File: src/rtl/noc_chan_pkg.sv
package noc_chan_pkg;

    localparam int CHAN_WIDTH = 8;
    localparam int CHAN_DEPTH = 64;

    // state of the registered output slot
    typedef enum logic {
        SLOT_EMPTY  = 1'b0,
        SLOT_LOADED = 1'b1
    } slot_state_t;

    // full: wrap bits differ while the index parts match
    function automatic logic ptr_full(input logic wrap_w, input logic wrap_r,
                                      input logic idx_equal);
        return (wrap_w != wrap_r) && idx_equal;
    endfunction

    // empty: wrap bits and index parts both match
    function automatic logic ptr_empty(input logic wrap_w, input logic wrap_r,
                                       input logic idx_equal);
        return (wrap_w == wrap_r) && idx_equal;
    endfunction

endpackage

File: src/rtl/chan_fifo.sv
module chan_fifo
    import noc_chan_pkg::*;
#(
    parameter int WIDTH = CHAN_WIDTH,
    parameter int DEPTH = CHAN_DEPTH
) (
    input  logic             clk,
    input  logic             rst,
    input  logic             push,
    input  logic [WIDTH-1:0] push_data,
    input  logic             pop,
    output logic [WIDTH-1:0] head_data,
    output logic             full,
    output logic             empty
);
    localparam int AW = $clog2(DEPTH);

    logic [WIDTH-1:0] store [DEPTH];
    logic [AW:0]      wr_ptr;
    logic [AW:0]      rd_ptr;
    logic             idx_eq;
    logic             do_push;
    logic             do_pop;

    assign idx_eq    = (wr_ptr[AW-1:0] == rd_ptr[AW-1:0]);
    assign full      = ptr_full(wr_ptr[AW], rd_ptr[AW], idx_eq);
    assign empty     = ptr_empty(wr_ptr[AW], rd_ptr[AW], idx_eq);
    assign do_push   = push && !full;
    assign do_pop    = pop && !empty;
    assign head_data = store[rd_ptr[AW-1:0]];

    always_ff @(posedge clk) begin
        if (rst) begin
            wr_ptr <= '0;
            rd_ptr <= '0;
        end else begin
            if (do_push) wr_ptr <= wr_ptr + 1'b1;
            if (do_pop)  rd_ptr <= rd_ptr + 1'b1;
        end
    end

    always_ff @(posedge clk) begin
        if (do_push) store[wr_ptr[AW-1:0]] <= push_data;
    end

endmodule

File: src/rtl/chan_out_stage.sv
module chan_out_stage
    import noc_chan_pkg::*;
#(
    parameter int WIDTH = CHAN_WIDTH
) (
    input  logic             clk,
    input  logic             rst,
    input  logic             src_empty,
    input  logic [WIDTH-1:0] src_data,
    output logic             src_pop,
    input  logic             dn_ack,
    output logic             dn_req,
    output logic [WIDTH-1:0] dn_data
);
    slot_state_t      slot;
    logic [WIDTH-1:0] slot_data;
    logic             slot_free;

    // the slot frees when empty or when its word is taken this edge
    assign slot_free = (slot == SLOT_EMPTY) || dn_ack;
    assign src_pop   = slot_free && !src_empty;
    assign dn_req    = (slot == SLOT_LOADED);
    assign dn_data   = slot_data;

    always_ff @(posedge clk) begin
        if (rst) begin
            slot      <= SLOT_EMPTY;
            slot_data <= '0;
        end else if (src_pop) begin
            slot      <= SLOT_LOADED;
            slot_data <= src_data;
        end else if (slot_free) begin
            slot      <= SLOT_EMPTY;
        end
    end

endmodule

File: src/rtl/buffered_port_channel.sv
module buffered_port_channel
    import noc_chan_pkg::*;
#(
    parameter int WIDTH = CHAN_WIDTH,
    parameter int DEPTH = CHAN_DEPTH
) (
    input  logic             clk,
    input  logic             rst,
    input  logic             in_req,
    input  logic [WIDTH-1:0] in_data,
    output logic             in_ack,
    output logic             out_req,
    output logic [WIDTH-1:0] out_data,
    input  logic             out_ack
);
    logic             in_full;
    logic             in_empty;
    logic [WIDTH-1:0] in_head;
    logic             out_full;
    logic             out_empty;
    logic [WIDTH-1:0] out_head;
    logic             xfer;
    logic             out_pop;

    assign in_ack = !in_full;
    assign xfer   = !in_empty && !out_full;

    chan_fifo #(.WIDTH(WIDTH), .DEPTH(DEPTH)) u_in_buf (
        .clk       (clk),
        .rst       (rst),
        .push      (in_req),
        .push_data (in_data),
        .pop       (xfer),
        .head_data (in_head),
        .full      (in_full),
        .empty     (in_empty)
    );

    chan_fifo #(.WIDTH(WIDTH), .DEPTH(DEPTH)) u_out_buf (
        .clk       (clk),
        .rst       (rst),
        .push      (xfer),
        .push_data (in_head),
        .pop       (out_pop),
        .head_data (out_head),
        .full      (out_full),
        .empty     (out_empty)
    );

    chan_out_stage #(.WIDTH(WIDTH)) u_out_slot (
        .clk       (clk),
        .rst       (rst),
        .src_empty (out_empty),
        .src_data  (out_head),
        .src_pop   (out_pop),
        .dn_ack    (out_ack),
        .dn_req    (out_req),
        .dn_data   (out_data)
    );

endmodule

File: config.mk
export PLATFORM = sky130hd
export DESIGN_NAME = buffered_port_channel
export DESIGN_NICKNAME = d
export VERILOG_FILES = /design/src/rtl/noc_chan_pkg.sv /design/src/rtl/chan_fifo.sv /design/src/rtl/chan_out_stage.sv /design/src/rtl/buffered_port_channel.sv
export SDC_FILE = /design/constraint.sdc
export NUM_CORES = 1
export LEC_CHECK = 0
export ABC_AREA = 1
export BUFFER_PORTS_ARGS = -buffer_cell sky130_fd_sc_hd__clkbuf_2
export CORE_ASPECT_RATIO = 0.5
export CORE_MARGIN = 2
export CORE_UTILIZATION = 35
export DETAILED_ROUTE_END_ITERATION = 7
export GPL_TIMING_DRIVEN = 0
export PLACE_DENSITY_LB_ADDON = 0.08
export SLEW_MARGIN = 25
export SYNTH_ARGS = -nofsm -noshare
export SYNTH_HDL_FRONTEND = slang
export SYNTH_HIERARCHICAL = 1
export SYNTH_SLANG_ARGS = --single-unit
File: constraint.sdc
create_clock -name clk -period 2.47 [get_ports clk]
set_input_delay 0.494 -clock clk [delete_from_list [all_inputs] [get_ports clk]]
set_output_delay 0.494 -clock clk [all_outputs]
set_load 0.03 [all_outputs]
# After elaboration in Yosys (flattened, before gate mapping)
# Memories as Yosys holds them, arrays and structs flattened. A register that Yosys moved wholly into a read port is not among the register bits.
# Index checks and enable logic that the tools add are counted.
# totals
reg_bits	29
latchBits	0
ramBits	1024
rom_bits	0
out_inout_bits	10
elab_cells	42
memories	2
# classes
add_sub_neg	4
n_mul	0
div	0
n_lt_le_gt_ge	0
n_eq_ne	6
n_shift	0
muxes	8
n_bitwise	1
reduce_logical	16
# mem_list
name	words	word_bits	read_ports	rd_clocked_by_memory_dff	write_ports	line	source
u_in_buf.store	64	8	1	1	1	chan_fifo.sv:18	logic [WIDTH-1:0] store [DEPTH];
u_out_buf.store	64	8	1	1	1	chan_fifo.sv:18	
# ops
operator	n
adder 7 x 1 -> 7 bit (second input constant)	4
== test 6 bit	2
2-to-1 mux 6 bit	2
logical AND 1 bit	10
2-to-1 mux 1 bit	6
zero test 1 bit	4
== test 1 bit	2
inequality test 1 bit	2
nonzero test 2 bit	1
logical OR 1 bit	1
inverter 1 bit	1

# Logic depth before layout (Yosys ltp)
# depth
ltp_word	7
mapped_depth	16
depth_no_buf	13

# Cells and area by module
# Netlist, hierarchy kept.
# modules_own_cells
module	instances	cells_each	area_each_um2	seq_area_each_um2
chan_fifo	2	1940	21913.5	15775.1
chan_out_stage	1	57	410.4	180.2
buffered_port_channel	1	2	7.5	0.0

# Least setup slack after synthesis
# Ideal clock, no wire load.
# synth_path
kind	register to register
start	reg u_in_buf.wr_ptr[6]
end	mem u_out_buf/store[7][0] (netlist name) (enable)
arrival_ps	2320
required_time_ps	2085
slack_ps	-235
path_stages_with_launch	8
period_less_slack_ps	2705
path_cell_list	dfxtp_1 -> xor2_1 -> inv_1 -> nand4_2 -> inv_1 -> nor2_1 -> nand2_4 -> nor3b_1
# synth_via
elab_chain_cells	7
# synth_lines
element	line	source
start: declaration	chan_fifo.sv:19	logic [AW:0] wr_ptr;
start signal: assignment	chan_fifo.sv:37	if (do_push) wr_ptr <= wr_ptr + 1'b1;
== test 1 bit	noc_chan_pkg.sv:21	return (wrap_w == wrap_r) && idx_equal;
logical AND 1 bit	noc_chan_pkg.sv:21	
via in_empty	buffered_port_channel.sv:17	logic in_empty;
zero test 1 bit	buffered_port_channel.sv:26	assign xfer = !in_empty && !out_full;
logical AND 1 bit	buffered_port_channel.sv:26	
via xfer	buffered_port_channel.sv:22	logic xfer;
logical AND 1 bit	chan_fifo.sv:28	assign do_push = push && !full;
2-to-1 mux 1 bit	chan_fifo.sv:43	if (do_push) store[wr_ptr[AW-1:0]] <= push_data;
2-to-1 mux 1 bit (not written as such)	chan_fifo.sv:43	
end: declaration	chan_fifo.sv:18	
# The timed path passes the listed nets, and every way through them passes these cells.

==> run summary <==
FLOORPLANNING
--------------------------------------------------------------------------------------------------
Number of rows created at floorplan .................................................           92
Die Outline Area ....................................................................   0.129 mm^2
Area of the core ....................................................................   0.126 mm^2
Starting density of the core ........................................................        35.2%
X dimension of the die ..............................................................       507 um
I/O pin cnt .........................................................................           22
Vertical extent of the die ..........................................................       255 um

GLOBAL ROUTING
--------------------------------------------------------------------------------------------------
Overall Global Routing Usage ........................................................        22.4%
Via count of the first global-routing pass ..........................................        29400
First-pass GRT wire length ..........................................................    210000 um
Maximum number of pins on one net before global-route repair ........................           57
GR Overflow Total ...................................................................            0
Number of antenna violations at the first check in global routing ...................            1

WORST SETUP PATH
--------------------------------------------------------------------------------------------------
Slowest stage delay, CP .............................................................      0.31 ns
Capturing element type of the critical path .........................................    flip-flop
Crit-path max FO ....................................................................           33
Slowest stage cell on the critical path ............................................. sky130_fd_sc_hd__dfxtp_1
Worst endpoint data arrival time ....................................................      3.06 ns
Critical path class ................................................................. flip-flop to flip-flop
Startpoint type of the worst setup path .............................................    flip-flop
Worst-path cell chain ............................................................... buf_6, inv_2, buf_8, buf_4, nand2_1, nand3_1, nand3_1, nand2_1, nand2_1, nand3_1, nand3_4, nand2_8, buf_16
Required time at the worst-slack endpoint ...........................................      3.00 ns

OUTCOME
--------------------------------------------------------------------------------------------------
Violated checks ..................................................................... negative setup slack
Run status .......................................................................... finished with violations

STA
--------------------------------------------------------------------------------------------------
Setup violators final ...............................................................          102
Minimum clock period after layout ...................................................      2.53 ns
Unrepaired setup endpoints after global routing .....................................          yes
Final hold slack ....................................................................     0.116 ns
Worst slew margin ...................................................................        25.7%
Worst Max-Slew Pin Slew .............................................................      1.11 ns
Accumulated negative setup slack ....................................................     -3.09 ns
Worst clock skew on the final layout ................................................    0.0254 ns
Setup slack after layout ............................................................   -0.0621 ns
Share of the clock period used by the worst path after layout .......................         103%
Final-report hold violation count ...................................................            0
Maximum frequency from static timing analysis .......................................      395 MHz
Final-report max-slew violation count ...............................................            0

CLOCK NETWORK
--------------------------------------------------------------------------------------------------
Clock network latency to the later pin of the worst-skew pair .......................      0.72 ns
Maximum buffer depth of the clock tree ..............................................            3
Clock tree from TritonCTS ...........................................................          yes
Clock Sinks .........................................................................         1073
H-tree levels .......................................................................            3
CTS Hold Buffers Added ..............................................................            0
Inserted Clock Buffers ..............................................................          104
CTS root buf ........................................................................ sky130_fd_sc_hd__clkbuf_16
Clock transition time at the flip-flop clock pins of the worst setup and hold paths .      0.06 ns

FLOW RUN
--------------------------------------------------------------------------------------------------
Max cap viols .......................................................................            0

DETAILED ROUTING
--------------------------------------------------------------------------------------------------
Final routed wire length divided by cell count ......................................      24.8 um
Vias per Instance ...................................................................         5.19
Number of vias in the routed layout .................................................        30800
Highest metal used ..................................................................         met4
Number of search-and-repair iterations in the first detailed-routing pass ...........            5
Met1 wire length ....................................................................     67400 um
Length of routed met2 wiring ........................................................     67400 um
Initial DRC Count ...................................................................         2940
Detail Route Antenna Nets ...........................................................            0
Post-detailed-route DRC marker count ................................................            0
Routed wire length on met3 ..........................................................      8320 um
Post-Route WL .......................................................................    147000 um

PLACEMENT
--------------------------------------------------------------------------------------------------
Post-DP HPWL ........................................................................     97200 um
Final weighted congestion in routability-driven placement ...........................        0.930
Number of buffers inserted by port buffering ........................................           21

LOGIC SYNTHESIS
--------------------------------------------------------------------------------------------------
Gate Count Post-Synth ...............................................................         3939
Share of synthesized area occupied by flip-flops and latches ........................        71.7%
Post-synthesis cell type count ......................................................           28
Seq cells post-synth ................................................................         1073
Total nets after synthesis ..........................................................         3955
Mapped Area .........................................................................  0.0442 mm^2
Syn. warnings .......................................................................            6
Post-synthesis area per instance ....................................................    11.2 um^2

FINAL LAYOUT
--------------------------------------------------------------------------------------------------
Commonest cells after routing, fill and taps aside .................................. 1354 x sky130_fd_sc_hd__nand2_1, 1024 x sky130_fd_sc_hd__edfxtp_1, 865 x sky130_fd_sc_hd__nand3_1, 118 x sky130_fd_sc_hd__nor2_4, 108 x sky130_fd_sc_hd__clkbuf_16
Final antenna diode count ...........................................................            0
Nets ................................................................................         4182
Filler cell count ...................................................................        11800
Layout Utilization ..................................................................        42.5%
Fraction of final layout cells with drive strength greater than 1 ...................        17.0%
Area growth, synth to finish ........................................................        20.9%
Most common cell after layout, fill and taps aside .................................. sky130_fd_sc_hd__nand2_1

MIN PATH
--------------------------------------------------------------------------------------------------
Path type of the worst min-delay path ............................................... primary input to flip-flop

POWER AND IR DROP
--------------------------------------------------------------------------------------------------
Reported leakage power ..............................................................      19.1 nW
Worst ir drop on vdd ................................................................   0.000665 V
Power per cell area ................................................................. 1090 mW/mm^2

[cell type report]
type | count | area, um^2 | share of cell area [%]
plain buffers | 231 | 1570 | 2.93
inverters | 62 | 258 | 0.482
clock buffers | 132 | 2810 | 5.26
well taps | 1692 | 2120 | 3.96
repair buffers | 120 | 1690 | 3.15
flip-flops and latches | 1073 | 31800 | 59.4
multi-input cells | 2573 | 12800 | 23.9
clock inverters | 54 | 469 | 0.877
repair inverters | 1 | 8.76 | 0.0164
[power by group]
group	internal, mW	total (mW)	switching (mW)
sequential	22.2	22.4	0.173
combinational	5.86	20.3	14.4
clock	8.84	15.8	7.00
total	36.9	58.5	21.6
[cell usage after synthesis (all sizes together)]
library cell  count  area share, %
nor2            179            1.6
nand4             8           0.21
a21oi            38           0.43
ha                4           0.11
nand3           908             10
nor3b             2          0.034
nor3              2          0.023
xor2             22           0.44
inv              62           0.54
buf             164            1.8
dfxtp            49            2.2
o21bai            6           0.10
edfxtp         1024             69
nand2          1391             12
clkbuf           74           0.63
xnor2             6           0.12
[what timing repair did]
item / CTS / global route
setup endpoints to repair: 1537 / 1470
pin swaps: 45 / 14
setup buffers: 57 / 20
gates resized for setup: 376 / 257
cloned: 11 / 2
[sequential cells by signal (all words and copies together) (netlist names), named ones only]
signal and flops:
u_out_buf/store 512, u_in_buf/store 512, u_out_buf/wr_ptr 7, u_in_buf/wr_ptr 7
u_out_buf/rd_ptr 7, u_out_slot/dn_req 1, u_in_buf/rd_ptr 7, u_out_slot/dn_data 8
[critical path, delay by kind of cell, from the launching register on]
family        cells  cell delay, ns
flops             1            0.31
buf+inv           5            0.91
simple gates      8            1.06
[cells by family (layout without fill, tap and decap cells)]
logic type	count (synthesis)	after routing	share of synthesized area [%]
AND/OR/NAND/NOR	2490	2497	24.1
buffers and inverters	300	600	3.02
adder cells (fa/ha/maj)	4	4	0.113
XOR/XNOR	28	28	0.554
AO/OA/AOI/OAI	44	44	0.532
flip-flops	1073	1073	71.7
[through the flow]
step / power, mW / cells / setup WS, ns / area, um^2
after global routing: 61.0 / 5938 / -0.105 / 53500
after detailed placement: 39.7 / 5669 / -1.33 / 46900
after CTS: 58.3 / 5921 / -0.266 / 52500
final: 58.5 / 5938 / -0.0621 / 53500
after floorplan: 32.0 / 3939 / 0.00824 / 44300
after global placement: 37.6 / 5652 / -2.94 / 46500
[per-layer routing]
metal	vias to the layer above	GRT usage, %
met1	15400	32.3
met5	-	0
li1	14200	-
met3	211	3.37
met2	952	35.5
met4	0	5.85
[worst paths after layout]
check | start | to | slack, ns | depth (start not counted)
max | flip-flop | u_out_buf/store[46][6] | -0.06 | 13
min | in_data[0] | u_in_buf/store[3][0] | 0.12 | 1
max reg2reg | flip-flop | u_out_buf/store[46][6] | -0.06 | 13
min reg2reg | u_out_slot/dn_data[1] | u_out_slot/dn_data[1] | 0.48 | 2
No activity file was read; power rests on OpenSTA's default activity.
